`src/rtl/esc_wdog_pkg.sv`:
```
package esc_wdog_pkg;

   localparam int REG_W   = 32;
   localparam int PSEL_W  = 6;
   localparam int RC_W    = 2;
   localparam int NPERIOD = 1 << PSEL_W;

   // control register layout
   localparam int C_PLO_MSB = 31;
   localparam int C_PLO_LSB = 30;
   localparam int C_PHI_MSB = 20;
   localparam int C_PHI_LSB = 17;
   localparam int C_IE_BIT  = 26;
   localparam int C_RC_MSB  = 29;
   localparam int C_RC_LSB  = 28;

   // status register layout
   localparam int S_ARM_BIT = 31;
   localparam int S_INT_BIT = 30;
   localparam int S_LR_MSB  = 29;
   localparam int S_LR_LSB  = 28;

   typedef enum logic [0:0] {
      SEL_CTRL = 1'b0,
      SEL_STAT = 1'b1
   } reg_sel_e;

   typedef struct packed {
      logic [PSEL_W-1:0] psel;
      logic              ie;
      logic [RC_W-1:0]   rc;
   } ctrl_t;

   typedef struct packed {
      logic            armed;
      logic            intr;
      logic [RC_W-1:0] last_rc;
   } stat_t;

endpackage

```
`src/rtl/esc_wdog_tbase.sv`:
```
module esc_wdog_tbase #(
   parameter int TB_W = 64
) (
   input  logic            clk,
   input  logic            rst_n,
   input  logic            tick_en,
   output logic [TB_W-1:0] tb_q
);

   always_ff @(posedge clk) begin
      if (!rst_n)       tb_q <= '0;
      else if (tick_en) tb_q <= tb_q + TB_W'(1);
   end

endmodule

```
`src/rtl/esc_wdog_tap.sv`:
```
module esc_wdog_tap
   import esc_wdog_pkg::*;
#(
   parameter int TB_W = 64
) (
   input  logic              clk,
   input  logic              rst_n,
   input  logic [TB_W-1:0]   tb_q,
   input  logic [PSEL_W-1:0] psel,
   output logic              evt
);

   logic [NPERIOD-1:0] tap_vec;
   logic               tap_now;
   logic               tap_prev;
   logic [PSEL_W-1:0]  psel_prev;

   // period p watches bit TB_W-1-p; periods past the counter width never fire
   for (genvar gi = 0; gi < NPERIOD; gi++) begin : g_tap
      if (TB_W - 1 - gi >= 0) begin : g_live
         assign tap_vec[gi] = tb_q[TB_W-1-gi];
      end else begin : g_dead
         assign tap_vec[gi] = 1'b0;
      end
   end

   assign tap_now = tap_vec[psel];

   always_ff @(posedge clk) begin
      if (!rst_n) begin
         tap_prev  <= 1'b0;
         psel_prev <= '0;
      end else begin
         tap_prev  <= tap_now;
         psel_prev <= psel;
      end
   end

   // a freshly selected bit is only sampled, never counted
   assign evt = tap_now && !tap_prev && (psel == psel_prev);

endmodule

```
`src/rtl/esc_wdog_regs.sv`:
```
module esc_wdog_regs
   import esc_wdog_pkg::*;
(
   input  logic             clk,
   input  logic             rst_n,
   input  logic             wr_en,
   input  logic             wr_sel,
   input  logic [REG_W-1:0] wr_data,
   input  logic             evt,
   output ctrl_t            ctrl_q,
   output stat_t            stat_q,
   output logic             irq,
   output logic             rst_req
);

   ctrl_t ctrl_d;
   stat_t stat_clr;
   stat_t stat_d;
   logic  fire;
   logic  wr_ctrl;
   logic  wr_stat;

   assign wr_ctrl = wr_en && (reg_sel_e'(wr_sel) == SEL_CTRL);
   assign wr_stat = wr_en && (reg_sel_e'(wr_sel) == SEL_STAT);

   always_comb begin
      ctrl_d = ctrl_q;
      if (wr_ctrl) begin
         ctrl_d.psel = {wr_data[C_PHI_MSB:C_PHI_LSB], wr_data[C_PLO_MSB:C_PLO_LSB]};
         ctrl_d.ie   = wr_data[C_IE_BIT];
         if (ctrl_q.rc == '0) ctrl_d.rc = wr_data[C_RC_MSB:C_RC_LSB];
      end
   end

   // clears first, then the event escalates from the cleared state
   always_comb begin
      stat_clr = stat_q;
      if (wr_stat) begin
         if (wr_data[S_ARM_BIT]) stat_clr.armed = 1'b0;
         if (wr_data[S_INT_BIT]) stat_clr.intr  = 1'b0;
         stat_clr.last_rc = stat_q.last_rc & ~wr_data[S_LR_MSB:S_LR_LSB];
      end
      stat_d = stat_clr;
      fire   = 1'b0;
      if (evt) begin
         if (!stat_clr.armed)      stat_d.armed = 1'b1;
         else if (!stat_clr.intr)  stat_d.intr  = 1'b1;
         else if (ctrl_q.rc != '0) begin
            fire           = 1'b1;
            stat_d.last_rc = ctrl_q.rc;
         end
      end
   end

   always_ff @(posedge clk) begin
      if (!rst_n) begin
         ctrl_q  <= '0;
         stat_q  <= '0;
         rst_req <= 1'b0;
      end else begin
         ctrl_q  <= ctrl_d;
         stat_q  <= stat_d;
         rst_req <= fire;
      end
   end

   assign irq = stat_q.intr && ctrl_q.ie;

endmodule

```
`src/rtl/esc_wdog.sv`:
```
module esc_wdog
   import esc_wdog_pkg::*;
#(
   parameter int TB_W = 64
) (
   input  logic             clk,
   input  logic             rst_n,
   input  logic             tick_en,
   input  logic             wr_en,
   input  logic             wr_sel,
   input  logic [REG_W-1:0] wr_data,
   output logic [REG_W-1:0] ctrl_rd,
   output logic [REG_W-1:0] stat_rd,
   output logic [TB_W-1:0]  tb_value,
   output logic             irq,
   output logic             rst_req
);

   if (TB_W < 2 || TB_W > NPERIOD) begin : g_bad_tbw
      $error("esc_wdog: TB_W must lie between 2 and %0d", NPERIOD);
   end
   if (REG_W != 32) begin : g_bad_regw
      $error("esc_wdog: register layout assumes 32-bit registers");
   end

   logic  evt;
   ctrl_t ctrl_q;
   stat_t stat_q;

   esc_wdog_tbase #(.TB_W(TB_W)) tbase_i (
      .clk     (clk),
      .rst_n   (rst_n),
      .tick_en (tick_en),
      .tb_q    (tb_value)
   );

   esc_wdog_tap #(.TB_W(TB_W)) tap_i (
      .clk   (clk),
      .rst_n (rst_n),
      .tb_q  (tb_value),
      .psel  (ctrl_q.psel),
      .evt   (evt)
   );

   esc_wdog_regs regs_i (
      .clk     (clk),
      .rst_n   (rst_n),
      .wr_en   (wr_en),
      .wr_sel  (wr_sel),
      .wr_data (wr_data),
      .evt     (evt),
      .ctrl_q  (ctrl_q),
      .stat_q  (stat_q),
      .irq     (irq),
      .rst_req (rst_req)
   );

   always_comb begin
      ctrl_rd                      = '0;
      ctrl_rd[C_PLO_MSB:C_PLO_LSB] = ctrl_q.psel[1:0];
      ctrl_rd[C_PHI_MSB:C_PHI_LSB] = ctrl_q.psel[PSEL_W-1:2];
      ctrl_rd[C_IE_BIT]            = ctrl_q.ie;
      ctrl_rd[C_RC_MSB:C_RC_LSB]   = ctrl_q.rc;
      stat_rd                      = '0;
      stat_rd[S_ARM_BIT]           = stat_q.armed;
      stat_rd[S_INT_BIT]           = stat_q.intr;
      stat_rd[S_LR_MSB:S_LR_LSB]   = stat_q.last_rc;
   end

endmodule

```
`config.mk`:
```
export PLATFORM = sky130hd
export DESIGN_NAME = esc_wdog
export DESIGN_NICKNAME = d
export VERILOG_FILES = /design/src/rtl/esc_wdog_pkg.sv /design/src/rtl/esc_wdog_tbase.sv /design/src/rtl/esc_wdog_tap.sv /design/src/rtl/esc_wdog_regs.sv /design/src/rtl/esc_wdog.sv
export SDC_FILE = /design/constraint.sdc
export NUM_CORES = 1
export LEC_CHECK = 0
export CAP_MARGIN = 20
export CELL_PAD_IN_SITES_DETAIL_PLACEMENT = 1
export CELL_PAD_IN_SITES_GLOBAL_PLACEMENT = 2
export CORE_MARGIN = 2
export CORE_UTILIZATION = 28
export CTS_CLUSTER_SIZE = 16
export DETAILED_ROUTE_END_ITERATION = 8
export GPL_ROUTABILITY_DRIVEN = 1
export GPL_TIMING_DRIVEN = 0
export PLACE_DENSITY = 0.95
export SLEW_MARGIN = 20
export SYNTH_ARGS = -nofsm -noshare
export SYNTH_HDL_FRONTEND = slang
export SYNTH_SLANG_ARGS = --single-unit
```
`constraint.sdc`:
```
create_clock -name clk -period 3.7 [get_ports clk]
set_input_delay 0.74 -clock clk [delete_from_list [all_inputs] [get_ports clk]]
set_output_delay 0.74 -clock clk [all_outputs]
set_load 0.05 [all_outputs]
```
==> results.py, run 1 <==
metrics = {
    "run_status": {
        "status": "finished, final reports clean",
    },
    "sta": {
        "clock.fmax_ghz": 0.373,
        "rsz0062_at_grt": "false",
        "hold-worst-slack_ns": 0.474,
        "tns_ns": 0,
        "fin_worst_skew_ns": 0.00762,
        "slew_headroom_pct": 25.5,
        "slew_viol_final": 0,
        "hold_viol_final": 0,
        "min_period_ns": 2.68,
        "setup_violations": 0,
        "tightest_slew_ns": 1.11,
        "post-route-period-util_pct": 72.5,
        "setup_ws_ns": 1.02,
    },
    "final_layout": {
        "finalInstanceArea_mm2": 0.00649,
        "drive_gt1_share_pct": 11.9,
        "area_growth_pct": 35.5,
        "num-fill-cells": 1994,
        "finalNetCount": 762,
        "post-route-util_pct": 39.0,
        "antenna_cells_inserted": 0,
    },
    "grt": {
        "grt_pass1_wl_um": 23300,
        "antenna_found_initial": 0,
        "grt_overflow": 0,
        "use_met1_pct": 21.1,
        "met2_usage_pct": 26.5,
        "grt_pass1_vias": 4457,
        "gr-usage-met3_pct": 3.57,
        "track_usage_pct": 16.1,
        "top_usage_layer": "met2",
        "grt_max_degree": 14,
    },
    "run": {
        "max_cap_viol_count": 0,
    },
    "drt": {
        "dr.first_iter.drc_count": 203,
        "drtAntennaViolNets": 0,
        "routed_via_density": 4.67,
        "firstDrtPassIters": 4,
        "num_vias": 4430,
        "route.detailed.drc": 0,
        "wl_per_cell_um": 15.0,
        "wirelength_um": 14200,
    },
    "worst_setup_path": {
        "rrSetupSlack_ns": 1.02,
        "critPathLaunchType": "flip-flop",
        "critPathRequiredTime_ns": 3.92,
        "cp_cell_sequence": "nand3_1, or2_2, nor4_1, nand3_1, xnor2_1, nor2_1",
        "cp_data_arrival_time_ns": 2.90,
        "critical_path_class": "reg2reg",
        "critPathMaxStageDelay_ns": 0.95,
        "crit_path_end_kind": "flip-flop",
        "path_common_cell": "nand3_1",
        "crit_slowest_cell": "nor4_1",
        "cp_max_fo": 7,
    },
    "placement": {
        "postPlaceCellArea_mm2": 0.00616,
        "dp_hpwl_um": 10800,
        "io_buffers": 91,
        "post-place-ws_ns": 0.769,
        "place_congestion": 0.819,
    },
    "logic_synthesis": {
        "synth_area_per_cell_um2": 8.37,
        "ys_warn_count": 0,
        "synth_seq_cells": 85,
        "syn_inst": 572,
        "synth_flop_cell": "dfxtp_1",
        "synthesis.area_mm2": 0.00479,
        "synth_seq_area_share_pct": 35.5,
        "synth_edf_count": 0,
        "synthDistinctLibCells": 45,
        "async_flop_share_pct": 0,
    },
    "floorplanning": {
        "dieHeight_um": 135,
        "io_pins": 167,
        "rows": 47,
        "coreArea_mm2": 0.0166,
        "die_area_mm2": 0.0182,
        "start_util_pct": 28.8,
        "die_x_um": 135,
    },
    "power_and_ir_drop": {
        "vdd_drop_max_mv": 0.215,
        "p_switching_mw": 0.620,
        "seq_power_share_pct": 41.3,
        "pwr-share-comb_pct": 14.1,
        "internal-power_mw": 1.65,
        "clock_power_share_pct": 44.6,
        "pwr_density_cell_mw_per_mm2": 350,
        "power.leakage_nw": 2.39,
        "p_sw_share_pct": 27.3,
    },
    "clock_tree": {
        "clk_latency_ns": 0.35,
        "cts_made_buffers": 9,
        "clk_pin_slew_worst_paths_ns": 0.07,
        "post_cts.repair.setup_buffers": 0,
        "cts_tree": "done",
        "cts.repair.resized": 0,
        "cts.htree.levels": 3,
        "root_buffer": "clkbuf_16",
        "clock_sinks": 85,
        "clock_path_buffers": 2,
        "holdBufCountCts": 0,
    },
    "worst_hold_path": {
        "hold_path_class": "reg2reg",
    },
}
[cells by family (layout without fill, tap and decap cells)]
group,count (synthesis),after routing,share of synthesized area [%]
other,1,51,0.0783
buffers and inverters,82,189,10.6
xor gates and xnor gates,54,54,9.88
AOI/OAI and AO/OA,59,59,7.50
DFF,85,85,35.5
and+or+nand+nor,249,249,27.5
adders and majority gates,1,1,0.261
muxes,41,41,8.57
[worst paths after layout]
path         cells after the start                to              from
max                              6  tbase_i.tb_q[47]  tbase_i.tb_q[26]
min                              2  regs_i.ctrl_q[2]  regs_i.ctrl_q[2]
max reg2reg                      6  tbase_i.tb_q[47]  tbase_i.tb_q[26]
min reg2reg                      2  regs_i.ctrl_q[2]  regs_i.ctrl_q[2]
[layout by cell type, fill, tap and decap left out, types with 2 or more instances in the layout]
cell type	instances
clkdlybuf4s50_1	91
dfxtp_1	85
nor2_1	60
buf_4	52
conb_1	51
nand2_1	45
mux2i_1	41
nand3_1	38
xor2_1	28
xnor2_1	26
a21oi_1	25
nand4_1	22
clkbuf_1	18
a22oi_1	17
nor3_1	14
and2_1	11
nor4_1	9
nand2b_1	9
clkbuf_16	9
and3_1	8
inv_1	8
o21ai_0	8
or3_1	7
and4_1	5
buf_2	4
nor2b_1	3
or2_2	2
nand4_2	2
nor3b_1	2
o31ai_1	2
or3_2	2
o211ai_1	2
a21o_1	2
a211oi_1	2
bufinv_16	2
clkinv_2	2
clkbuf_8	2
[state kept, by name (all words and copies together) (netlist names)]
name and count:
regs_i.rst_req 1, tap_i.psel_prev 6, tap_i.tap_prev 1, tbase_i.tb_q 64
regs_i.ctrl_q 9, regs_i.stat_q 4
[stage by stage]
| step | std cells | power, mW |
|---|---|---|
| 2_1_floorplan | 622 | 1.22 |
| 3_3_place_gp | 933 | 1.28 |
| 3_5_place_dp | 933 | 1.28 |
| 4_1_cts | 949 | 2.30 |
| 5_1_grt | 949 | 2.35 |
| 6_report | 949 | 2.27 |
[cell usage after synthesis (all sizes together), types with 17 or more instances]
library cell	count	area share, %
nand4	24	3.4
nor2	61	4.9
nand2	45	3.5
clkbuf	17	1.3
a22oi	17	2.7
nand3	40	4.5
dfxtp	85	36
xor2	28	5.1
xnor2	26	4.8
buf	56	8.6
mux2i	41	8.6
a21oi	25	2.6
[layout make-up]
type / instances / area [um^2] / area share, %
Inverter: 9 / 33.8 / 0.521
Tap cell: 220 / 275 / 4.24
Clock inverter: 4 / 70.1 / 1.08
Sequential cell: 85 / 1700 / 26.2
Clock buffer: 12 / 256 / 3.95
Timing Repair Buffer: 91 / 911 / 14.0
Multi-Input combinational cell: 455 / 2770 / 42.6
Buffer: 73 / 474 / 7.31
[power by group through the flow]
stage	clock [mW]	combinational [mW]	sequential [mW]
detailed placement	0	0.320	0.959
CTS	1.04	0.320	0.938
global route	1.07	0.343	0.940
global placement	0	0.319	0.958
finish	1.01	0.321	0.938
floorplan	0	0.232	0.985
[layer usage]
layer | up-vias | share of wire (%)
met5 | - | 0
met4 | 0 | 1.1
li1 | 2199 | -
met1 | 2107 | 47
met2 | 111 | 46
met3 | 13 | 5.9
[critical path: cells and delay by family, from the launching register on]
family	cells	cell delay, ns
AND/OR/NAND/NOR	5	1.86
flip-flops	1	0.48
XOR/XNOR	1	0.21
Note: power is estimated with default switching activity, not from simulation.
==> inputs of run 2 (changes only) <==
Settings changed: CORE_UTILIZATION 28 to 26, PLACE_DENSITY 0.95 to 0.89.
Clock period 3.7 ns to 2.5 ns, I/O delays scaled along.
==> results.py, run 2 (synthesis results as in run 1) <==
metrics = {
    "run_status": {
        "status": "finished, final reports clean",
    },
    "power_and_ir_drop": {
        "vdd_drop_max_mv": 0.289,
        "power.leakage_nw": 2.43,
        "pwr_density_cell_mw_per_mm2": 510,
        "power_mw": 3.37,
    },
    "sta": {
        "min_period_ns": 2.37,
        "hold_viol_final": 0,
        "slew_viol_final": 0,
        "fin_worst_skew_ns": 0.0128,
        "setup_violations": 0,
        "slew_headroom_pct": 51.8,
        "tightest_slew_ns": 0.722,
        "tns_ns": 0,
        "setup_ws_ns": 0.133,
        "hold-worst-slack_ns": 0.475,
        "post-route-period-util_pct": 94.7,
        "clock.fmax_ghz": 0.422,
    },
    "floorplanning": {
        "die_x_um": 140,
        "io_pins": 167,
        "dieHeight_um": 140,
        "start_util_pct": 26.6,
        "rows": 49,
        "coreArea_mm2": 0.0180,
        "die_area_mm2": 0.0195,
    },
    "final_layout": {
        "top_register": "tbase_i.tb_q",
        "area_growth_pct": 38.1,
        "drive_gt1_share_pct": 14.5,
        "largest_reg_flops": 64,
        "finalInstanceArea_mm2": 0.00661,
        "layout_common_cells": "clkdlybuf4s50_1 (91), dfxtp_1 (78), nor2_1 (60), buf_4 (55), conb_1 (51)",
        "multi_input_area_mm2": 0.00283,
        "post-route-util_pct": 36.7,
        "finalNetCount": 764,
        "final_common_cell": "clkdlybuf4s50_1",
        "final_cells": 960,
        "regArea_mm2": 0.00171,
        "num-fill-cells": 2197,
        "largest_registers": "tbase_i.tb_q x64, regs_i.ctrl_q x9, tap_i.psel_prev x6",
        "antenna_cells_inserted": 0,
    },
    "drt": {
        "routed_via_density": 4.68,
        "num_vias": 4495,
        "drtAntennaViolNets": 0,
        "route.detailed.drc": 0,
        "wl_per_cell_um": 15.6,
        "wirelength_um": 15000,
        "firstDrtPassIters": 4,
        "dr.first_iter.drc_count": 252,
    },
    "grt": {
        "grt_pass1_wl_um": 24200,
        "track_usage_pct": 15.4,
        "grt_max_degree": 15,
        "antenna_found_initial": 0,
        "grt_overflow": 0,
        "grt_pass1_vias": 4569,
    },
    "clock_tree": {
        "clk_latency_ns": 0.35,
        "cts_made_buffers": 9,
        "cts_tree": "done",
        "clock_path_buffers": 2,
        "clk_pin_slew_worst_paths_ns": 0.07,
        "clock_sinks": 85,
        "cts.htree.levels": 3,
        "root_buffer": "clkbuf_16",
    },
    "placement": {
        "io_buffers": 91,
        "dp_cells": 942,
        "postPlaceCellArea_mm2": 0.00618,
        "place_congestion": 0.801,
        "post-place-ws_ns": -0.190,
        "dp_hpwl_um": 11200,
    },
    "worst_setup_path": {
        "cp_data_arrival_time_ns": 2.66,
        "critPathLaunchType": "flip-flop",
        "crit_path_end_kind": "flip-flop",
        "critPathRequiredTime_ns": 2.79,
        "cp_max_fo": 10,
        "rrSetupSlack_ns": 0.13,
        "r2r_start": "regs_i.ctrl_q[3]",
        "critical_path_class": "reg2reg",
        "reg2regPathDepth": 9,
        "worstReg2RegEnd": "regs_i.stat_q[0]",
    },
    "worst_hold_path": {
        "min_to": "regs_i.ctrl_q[2]",
        "holdPathStages": 2,
        "hold_start": "regs_i.ctrl_q[2]",
        "hold_path_class": "reg2reg",
    },
    "run": {
        "max_cap_viol_count": 0,
    },
}
-- run 2: cell count changes in the layout (fill, tap and decap cells not counted), sizes merged --
cell,delta
clkbuf,-2
clkinv,-1
clkinvlp,+2
buf,+3
-- run 2: report_power, final --
part | switching (mW) | internal (mW)
Combinational | 0.340 | 0.155
Sequential | 0.0188 | 1.37
Clock | 0.583 | 0.905
Total | 0.941 | 2.43
-- run 2: worst max path at each step --
| stage | start | endpoint | slack, ns | cells past startpoint |
|---|---|---|---|---|
| 6_report | regs_i.ctrl_q[3] | regs_i.stat_q[0] | 0.13 | 9 |
| 5_1_grt | regs_i.ctrl_q[3] | regs_i.stat_q[0] | -0.006 | 9 |
| 4_1_cts | tbase_i.tb_q[4] | tbase_i.tb_q[63] | 0.009 | 6 |
| 3_5_place_dp | regs_i.ctrl_q[3] | regs_i.stat_q[2] | -0.19 | 8 |
| 3_3_place_gp | tick_en | tbase_i.tb_q[62] | -0.19 | 7 |
| 2_1_floorplan | tbase_i.tb_q[0] | tbase_i.tb_q[63] | 0.002 | 6 |
-- run 2: worst max-delay path: stages (launching register included) --
cell	delay (ns)
dfxtp_1	0.35
buf_2	0.27
buf_4	0.28
mux2i_1	0.27
a22oi_1	0.13
a21oi_1	0.27
nor4_4	0.09
a22oi_2	0.28
buf_4	0.19
mux2i_1	0.16
-- run 2: metal layers --
layer / share of wire (%) / global-route usage, %
met1: 46 / 20.3
met2: 47 / 25.4
met3: 5.5 / 3.85
met4: 0.85 / 3.63
met5: 0 / 0
-- run 2: timing repair --
action                                  CTS  global route
resized for setup                         4            16
gates cloned                              0             0
hold buffers                              0             0
pin swaps                                 1             2
endpoints found under the setup margin   16            15
buffers inserted                          1             2
-- run 2: layout make-up --
| class | instances | share of cell area (%) |
|---|---|---|
| well taps | 229 | 4.33 |
| clock buffers | 11 | 3.67 |
| flip-flops and latches | 85 | 25.9 |
| repair buffers | 94 | 14.3 |
| multi-input cells | 455 | 42.8 |
| plain buffers | 72 | 7.25 |
| inverters | 9 | 0.511 |
| clock inverters | 5 | 1.27 |
